--- config.mk ---
export PLATFORM = sky130hd
export DESIGN_NAME = flash_chip_erase
export DESIGN_NICKNAME = d
export VERILOG_FILES = /design/src/rtl/flash_erase_pkg.sv /design/src/rtl/fe_pin_sync.sv /design/src/rtl/fe_cmd_decode.sv /design/src/rtl/fe_status_tx.sv /design/src/rtl/fe_erase_timer.sv /design/src/rtl/flash_chip_erase.sv
export SDC_FILE = /design/constraint.sdc
export NUM_CORES = 1
export LEC_CHECK = 0
export BUFFER_PORTS_ARGS = -buffer_cell sky130_fd_sc_hd__buf_2
export CAP_MARGIN = 20
export CELL_PAD_IN_SITES_DETAIL_PLACEMENT = 2
export CELL_PAD_IN_SITES_GLOBAL_PLACEMENT = 2
export CORE_ASPECT_RATIO = 0.9
export CORE_MARGIN = 3
export CORE_UTILIZATION = 30
export DETAILED_ROUTE_END_ITERATION = 8
export GPL_TIMING_DRIVEN = 0
export PLACE_DENSITY_LB_ADDON = 0.1
export SYNTH_ARGS = -nofsm -noshare
export SYNTH_HDL_FRONTEND = slang
export SYNTH_SLANG_ARGS = --single-unit
--- constraint.sdc ---
create_clock -name clk -period 4.5 [get_ports clk]
set_clock_uncertainty 0.1 [all_clocks]
set_input_delay 0 -clock clk [delete_from_list [all_inputs] [get_ports clk]]
set_output_delay 0 -clock clk [all_outputs]
set_load 0.005 [all_outputs]
--- src/rtl/flash_erase_pkg.sv ---
package flash_erase_pkg;

  localparam logic [7:0] OP_WREN    = 8'h06;
  localparam logic [7:0] OP_RDSR    = 8'h05;
  localparam logic [7:0] OP_ERASE_A = 8'h60;
  localparam logic [7:0] OP_ERASE_B = 8'hC7;

  localparam int ST_BUSY = 0;
  localparam int ST_WEL  = 1;
  localparam int ST_EPE  = 5;

  // summary of a finished chip-select frame
  typedef struct packed {
    logic       valid;     // one-cycle pulse on chip-select release
    logic       complete;  // at least one whole opcode byte arrived
    logic       aligned;   // complete and bit count is a byte multiple
    logic [7:0] op;
  } frame_end_t;

  function automatic logic is_erase(input logic [7:0] op);
    return (op == OP_ERASE_A) || (op == OP_ERASE_B);
  endfunction

endpackage

--- src/rtl/fe_pin_sync.sv ---
module fe_pin_sync #(
  parameter int STAGES = 2
) (
  input  logic clk,
  input  logic rst_n,
  input  logic sck,
  input  logic cs_n,
  input  logic sdi,
  output logic sck_rise,
  output logic sck_fall,
  output logic cs_rise,
  output logic cs_fall,
  output logic cs_n_s,
  output logic sdi_s
);
  logic [STAGES-1:0] sck_q, cs_q, sdi_q;
  logic              sck_prev, cs_prev;

  always_ff @(posedge clk or negedge rst_n) begin
    if (!rst_n) begin
      sck_q    <= '0;
      cs_q     <= '1;
      sdi_q    <= '0;
      sck_prev <= 1'b0;
      cs_prev  <= 1'b1;
    end else begin
      sck_q    <= {sck_q[STAGES-2:0], sck};
      cs_q     <= {cs_q[STAGES-2:0], cs_n};
      sdi_q    <= {sdi_q[STAGES-2:0], sdi};
      sck_prev <= sck_q[STAGES-1];
      cs_prev  <= cs_q[STAGES-1];
    end
  end

  assign sck_rise = sck_q[STAGES-1] & ~sck_prev;
  assign sck_fall = ~sck_q[STAGES-1] & sck_prev;
  assign cs_rise  = cs_q[STAGES-1] & ~cs_prev;
  assign cs_fall  = ~cs_q[STAGES-1] & cs_prev;
  assign cs_n_s   = cs_q[STAGES-1];
  assign sdi_s    = sdi_q[STAGES-1];
endmodule

--- src/rtl/fe_cmd_decode.sv ---
module fe_cmd_decode
  import flash_erase_pkg::*;
(
  input  logic       clk,
  input  logic       rst_n,
  input  logic       sck_rise,
  input  logic       cs_rise,
  input  logic       cs_fall,
  input  logic       cs_n_s,
  input  logic       sdi_s,
  output frame_end_t frame_end,
  output logic       rd_active
);
  logic [2:0] bit_cnt;
  logic       full;
  logic [6:0] shin;
  logic [7:0] op_q;
  logic [7:0] next_op;

  assign next_op = {shin, sdi_s};

  always_ff @(posedge clk or negedge rst_n) begin
    if (!rst_n) begin
      bit_cnt   <= '0;
      full      <= 1'b0;
      shin      <= '0;
      op_q      <= '0;
      rd_active <= 1'b0;
    end else if (cs_fall) begin
      bit_cnt   <= '0;
      full      <= 1'b0;
      shin      <= '0;
      op_q      <= '0;
      rd_active <= 1'b0;
    end else if (cs_rise) begin
      rd_active <= 1'b0;
    end else if (sck_rise && !cs_n_s) begin
      bit_cnt <= bit_cnt + 3'd1;
      if (!full) begin
        shin <= next_op[6:0];
        if (bit_cnt == 3'd7) begin
          full      <= 1'b1;
          op_q      <= next_op;
          rd_active <= (next_op == OP_RDSR);
        end
      end
    end
  end

  always_comb begin
    frame_end.valid    = cs_rise;
    frame_end.complete = full;
    frame_end.aligned  = full && (bit_cnt == 3'd0);
    frame_end.op       = op_q;
  end
endmodule

--- src/rtl/fe_status_tx.sv ---
module fe_status_tx (
  input  logic       clk,
  input  logic       rst_n,
  input  logic       rd_active,
  input  logic       sck_fall,
  input  logic [7:0] status,
  output logic       sdo,
  output logic       sdo_en
);
  logic [2:0] out_cnt;
  logic [6:0] rest;

  always_ff @(posedge clk or negedge rst_n) begin
    if (!rst_n) begin
      out_cnt <= '0;
      rest    <= '0;
      sdo     <= 1'b0;
    end else if (!rd_active) begin
      out_cnt <= '0;
      rest    <= '0;
      sdo     <= 1'b0;
    end else if (sck_fall) begin
      out_cnt <= out_cnt + 3'd1;
      if (out_cnt == 3'd0) begin
        sdo  <= status[7];
        rest <= status[6:0];
      end else begin
        sdo  <= rest[6];
        rest <= {rest[5:0], 1'b0};
      end
    end
  end

  assign sdo_en = rd_active;
endmodule

--- src/rtl/fe_erase_timer.sv ---
module fe_erase_timer #(
  parameter int ERASE_CYCLES = 1024,
  localparam int CNT_W = $clog2(ERASE_CYCLES + 1)
) (
  input  logic clk,
  input  logic rst_n,
  input  logic start,
  input  logic fail_in,
  output logic busy,
  output logic epe
);
  localparam logic [CNT_W-1:0] LAST = CNT_W'(ERASE_CYCLES - 1);

  logic [CNT_W-1:0] cnt;
  logic             fail_seen;

  always_ff @(posedge clk or negedge rst_n) begin
    if (!rst_n) begin
      busy      <= 1'b0;
      cnt       <= '0;
      epe       <= 1'b0;
      fail_seen <= 1'b0;
    end else if (start) begin
      busy      <= 1'b1;
      cnt       <= '0;
      epe       <= 1'b0;
      fail_seen <= 1'b0;
    end else if (busy) begin
      fail_seen <= fail_seen | fail_in;
      if (cnt == LAST) begin
        busy <= 1'b0;
        epe  <= fail_seen | fail_in;
      end else begin
        cnt <= cnt + 1'b1;
      end
    end
  end
endmodule

--- src/rtl/flash_chip_erase.sv ---
module flash_chip_erase
  import flash_erase_pkg::*;
#(
  parameter int NUM_SECTORS  = 8,
  parameter int ERASE_CYCLES = 1024,
  parameter int SYNC_STAGES  = 2
) (
  input  logic                   clk,
  input  logic                   rst_n,
  input  logic                   sck,
  input  logic                   cs_n,
  input  logic                   sdi,
  output logic                   sdo,
  output logic                   sdo_en,
  input  logic [NUM_SECTORS-1:0] protect,
  input  logic                   erase_fail
);
  logic       sck_rise, sck_fall, cs_rise, cs_fall, cs_n_s, sdi_s;
  frame_end_t frame_end;
  logic       rd_active;
  logic       busy, epe, wel_q;
  logic       start, reject_clr, wren_set, any_prot, erase_op;
  logic [7:0] status;

  fe_pin_sync #(.STAGES(SYNC_STAGES)) u_sync (
    .clk(clk), .rst_n(rst_n), .sck(sck), .cs_n(cs_n), .sdi(sdi),
    .sck_rise(sck_rise), .sck_fall(sck_fall), .cs_rise(cs_rise),
    .cs_fall(cs_fall), .cs_n_s(cs_n_s), .sdi_s(sdi_s)
  );

  fe_cmd_decode u_dec (
    .clk(clk), .rst_n(rst_n), .sck_rise(sck_rise), .cs_rise(cs_rise),
    .cs_fall(cs_fall), .cs_n_s(cs_n_s), .sdi_s(sdi_s),
    .frame_end(frame_end), .rd_active(rd_active)
  );

  assign any_prot = |protect;
  assign erase_op = is_erase(frame_end.op);

  // commit decisions, all on chip-select release and only when idle
  always_comb begin
    start      = frame_end.valid && !busy && frame_end.aligned && erase_op
                 && wel_q && !any_prot;
    reject_clr = frame_end.valid && !busy && frame_end.complete && erase_op
                 && wel_q && (!frame_end.aligned || any_prot);
    wren_set   = frame_end.valid && !busy && frame_end.aligned
                 && (frame_end.op == OP_WREN);
  end

  always_ff @(posedge clk or negedge rst_n) begin
    if (!rst_n)          wel_q <= 1'b0;
    else if (wren_set)   wel_q <= 1'b1;
    else if (reject_clr) wel_q <= 1'b0;
    else if (busy)       wel_q <= 1'b0;
  end

  fe_erase_timer #(.ERASE_CYCLES(ERASE_CYCLES)) u_timer (
    .clk(clk), .rst_n(rst_n), .start(start), .fail_in(erase_fail),
    .busy(busy), .epe(epe)
  );

  always_comb begin
    status          = '0;
    status[ST_BUSY] = busy;
    status[ST_WEL]  = wel_q;
    status[ST_EPE]  = epe;
  end

  fe_status_tx u_tx (
    .clk(clk), .rst_n(rst_n), .rd_active(rd_active), .sck_fall(sck_fall),
    .status(status), .sdo(sdo), .sdo_en(sdo_en)
  );
endmodule

==> key figures <==
Final layout
  – Finished Layout Cells: slightly below 400
  – Footprint of the multi-input gates: 0.00112 mm2
  – P&R area growth vs syn: 15.4%
  – Diode count: 0
  – Fin area: just under 0.003 mm2
  – Fillcell total: roughly 880
  – Final nets: 296
  – Register area: roughly 0.0014 mm2
  – Share of cells above drive strength 1: 0.170

Critical path
  – WP buf/inv: 2
  – CP top delay family: flip-flops
  – Crit Path Class: register to register
  – Crit-path cells: buf_4, and4bb_1, nand2_1, a2111oi_4, buf_6, a211oi_2
  – Max incr delay on CP: 0.54 ns
  – Worst endpoint data arrival time: 2.15 ns
  – Worst Path Max Fanout: 10
  – CP endpoint kind: register
  – Startpoint types: register
  – Worst EP required: 4.59 ns
  – CP max stage cell: dfstp_2

Global route
  – Gr ovfl total: 0
  – Global-route wire length before repair: ~11 mm
  – Gr usage total: 0.143
  – Largest net degree at the start of global routing: 31
  – Number of global-route vias before repair: 2131
  – Initial antenna violation count: 0

Timing
  – FMAX: between 400 and 500 MHz
  – Final period util: 0.459
  – Post-route setup slack: 2.44 ns
  – Relative slew margins: 0.596
  – RSZ-0062 raised after global routing: no
  – Fin crit period: 2.06 ns
  – Final slew viol count: 0
  – Worst-Margin Slew: 0.606 ns
  – Final setup vio count: 0
  – Final Hold Viols: 0
  – Setup TNS: 0 ns

Yosys
  – Area leader, netlist: dfrtp_1
  – Synth top area share: 0.499
  – Synthesized instance count: around 250
  – Syn avg cell area: 10.3 um2
  – Commonest cells in the netlist: dfrtp_1 (51), nand2_1 (34), o21ai_0 (18)
  – Post-synth top flop: dfrtp_1
  – Synth area leaders: dfrtp_1 (50%), nand2_1 (5.0%), o21ai_0 (3.5%), dfstp_2 (3.1%), ha_1 (2.9%)
  – Share of async-settable or async-resettable flops after synthesis: 1.00
  – Synthesized flop and latch total: between 50 and 60
  – Seq/Total Area, Yosys: 0.529
  – Mapped Area: around 0.0026 mm2
  – EDFF count, synth: 0
  – Net Count, Synth: 268
  – Most numerous cell in the Yosys netlist: dfrtp_1
  – Post-synthesis cell type count: 45
  – Synth warn: 0

Floorplan
  – Starting Density: 0.313
  – Core ar.: 0.00818 mm2
  – IO Count: 16
  – Width of the die: 103 um
  – Die height: approximately 94 um
  – # rows: 31
  – Die area: 0.00968 mm2

Run
  – Max-cap violations: 0

Placed design
  – Routability-driven placement congestion ratio: 0.718
  – Placed Cells: 379
  – Pre-CTS WS: 2.41 ns
  – DP Area: 0.00280 mm2
  – I/O Buffers: 15
  – HPWL after DPL: about 4.5 mm

Pwr
  – Leakage: approximately 1.3 nW
  – PwrDens: 301 mW/mm2
  – VDD IR max: 0.111 mV

Clock tree
  – Clock transition at path regs: 0.11 ns
  – H-tree levels: 2
  – CTS tree: done
  – Clock Sinks: 54
  – Clock Path Buffers: 2
  – Worst-skew pair later-pin latency: 0.32 ns
  – CTS Root Cell: clkbuf_8
  – Total CTS buffers: 5
  – PostCTS Resize Cnt: 0

Detailed routing
  – DRT Pass-1 Iters: 3
  – Iter 0 DRT Violations: 36
  – Vias post-DR: 1934
  – Vias per cell: 4.93
  – Total Wirelength: just over 6 mm
  – Post-route DRC: 0
  – Average wire per standard cell: 15.8 um
  – Routed Antenna Nets: 0

Outcome
  – Status: finished, final reports clean

Worst hold path
  – Worst min path class: input pin to register
## flip-flops by register name, summed over array words and instances (netlist names)
| name | cells |
|---|---|
| u_dec.full | 1 |
| u_dec.bit_cnt | 3 |
| u_timer.busy | 1 |
| u_timer.epe | 1 |
| u_sync.sck_q | 2 |
| u_timer.fail_seen | 1 |
| u_dec.shin | 7 |
| u_tx.rest | 7 |
| u_sync.cs_prev | 1 |
| u_sync.cs_q | 2 |
| u_tx.sdo | 1 |
| u_dec.rd_active | 1 |
| u_tx.out_cnt | 3 |
| u_dec.op_q | 8 |
| u_sync.sdi_q | 2 |
| wel_q | 1 |
| u_sync.sck_prev | 1 |
| u_timer.cnt | 11 |
## power breakdown
| group | internal (mW) | switching [mW] |
|---|---|---|
| Combinational | 0.0237 | 0.0354 |
| Sequential | 0.500 | 0.0142 |
| Clock | 0.142 | 0.174 |
## cells by family (layout without fill, tap and decap cells)
logic type      Yosys count  after routing  share of synthesized area
mux                       7              7                     0.0274
simple gates            103            103                      0.215
flops                    54             54                      0.529
buf+inv                  18             47                     0.0332
compound gates           54             54                      0.145
xor+xnor                  6              6                     0.0205
fa+ha+maj                 6              6                     0.0293
## layout by cell type, fill, tap and decap left out, types with 7 or more instances in the layout
| cell | n |
|---|---|
| a21oi_1 | 12 |
| a22oi_1 | 7 |
| buf_2 | 17 |
| clkbuf_8 | 7 |
| dfrtp_1 | 51 |
| inv_1 | 7 |
| mux2i_1 | 7 |
| nand2_1 | 34 |
| nor2_1 | 14 |
| nor2_2 | 9 |
| nor2b_1 | 9 |
| o21ai_0 | 18 |
## final cells by class
type                            count  area share
Multi-Input combinational cell    176       0.379
Clock inverter                      1     0.00296
Clock buffer                        7      0.0326
Timing Repair Buffer               21      0.0491
Tap cell                          115      0.0487
Inverter                            7     0.00889
Buffer                             11      0.0199
Sequential cell                    54       0.459
## routing by layer
metal	vias up	GRT usage	wire length, um	part of all wire
met5	-	0	0	0
met4	0	0.0550	98	0.016
met3	7	0.0283	180	0.029
met2	19	0.227	2870	0.46
met1	982	0.191	3060	0.49
li1	926	-	-	-
## final timing paths
path | end | slack (ns) | from | depth (start not counted)
max reg2reg | u_timer.cnt[3] | 2.44 | u_sync.cs_q[1] | 6
min | wel_q | 0.09 | protect[5] | 5
min in group asynchronous | u_tx.rest[5] | 0.10 | rst_n | 2
max | u_timer.cnt[3] | 2.44 | u_sync.cs_q[1] | 6
min reg2reg | u_sync.sdi_q[1] | 0.26 | u_sync.sdi_q[0] | 0
max in group asynchronous | u_timer.cnt[9] | 3.60 | rst_n | 3
## repair_timing
item / CTS / global route
hold buffers: 5 / 0
buffers inserted: 0 / 0
hold endpoints to repair: 29 / 0
## through the flow
stage          total power [mW]   util  hold slack, ns
2_1_floorplan             0.548      -          -0.396
3_3_place_gp              0.579  0.340         0.00727
3_5_place_dp              0.583  0.342         -0.0461
4_1_cts                   0.907  0.361           0.105
5_1_grt                   0.942  0.361           0.125
6_report                  0.889  0.361          0.0921
## tightest hold or removal path: cells and delay by family
| family | cells | cell delay, ns |
|---|---|---|
| buffers and inverters | 1 | 0.08 |
| AO/OA/AOI/OAI | 2 | 0.23 |
| AND/OR/NAND/NOR | 2 | 0.18 |
Note: power is estimated with default switching activity, not from simulation.
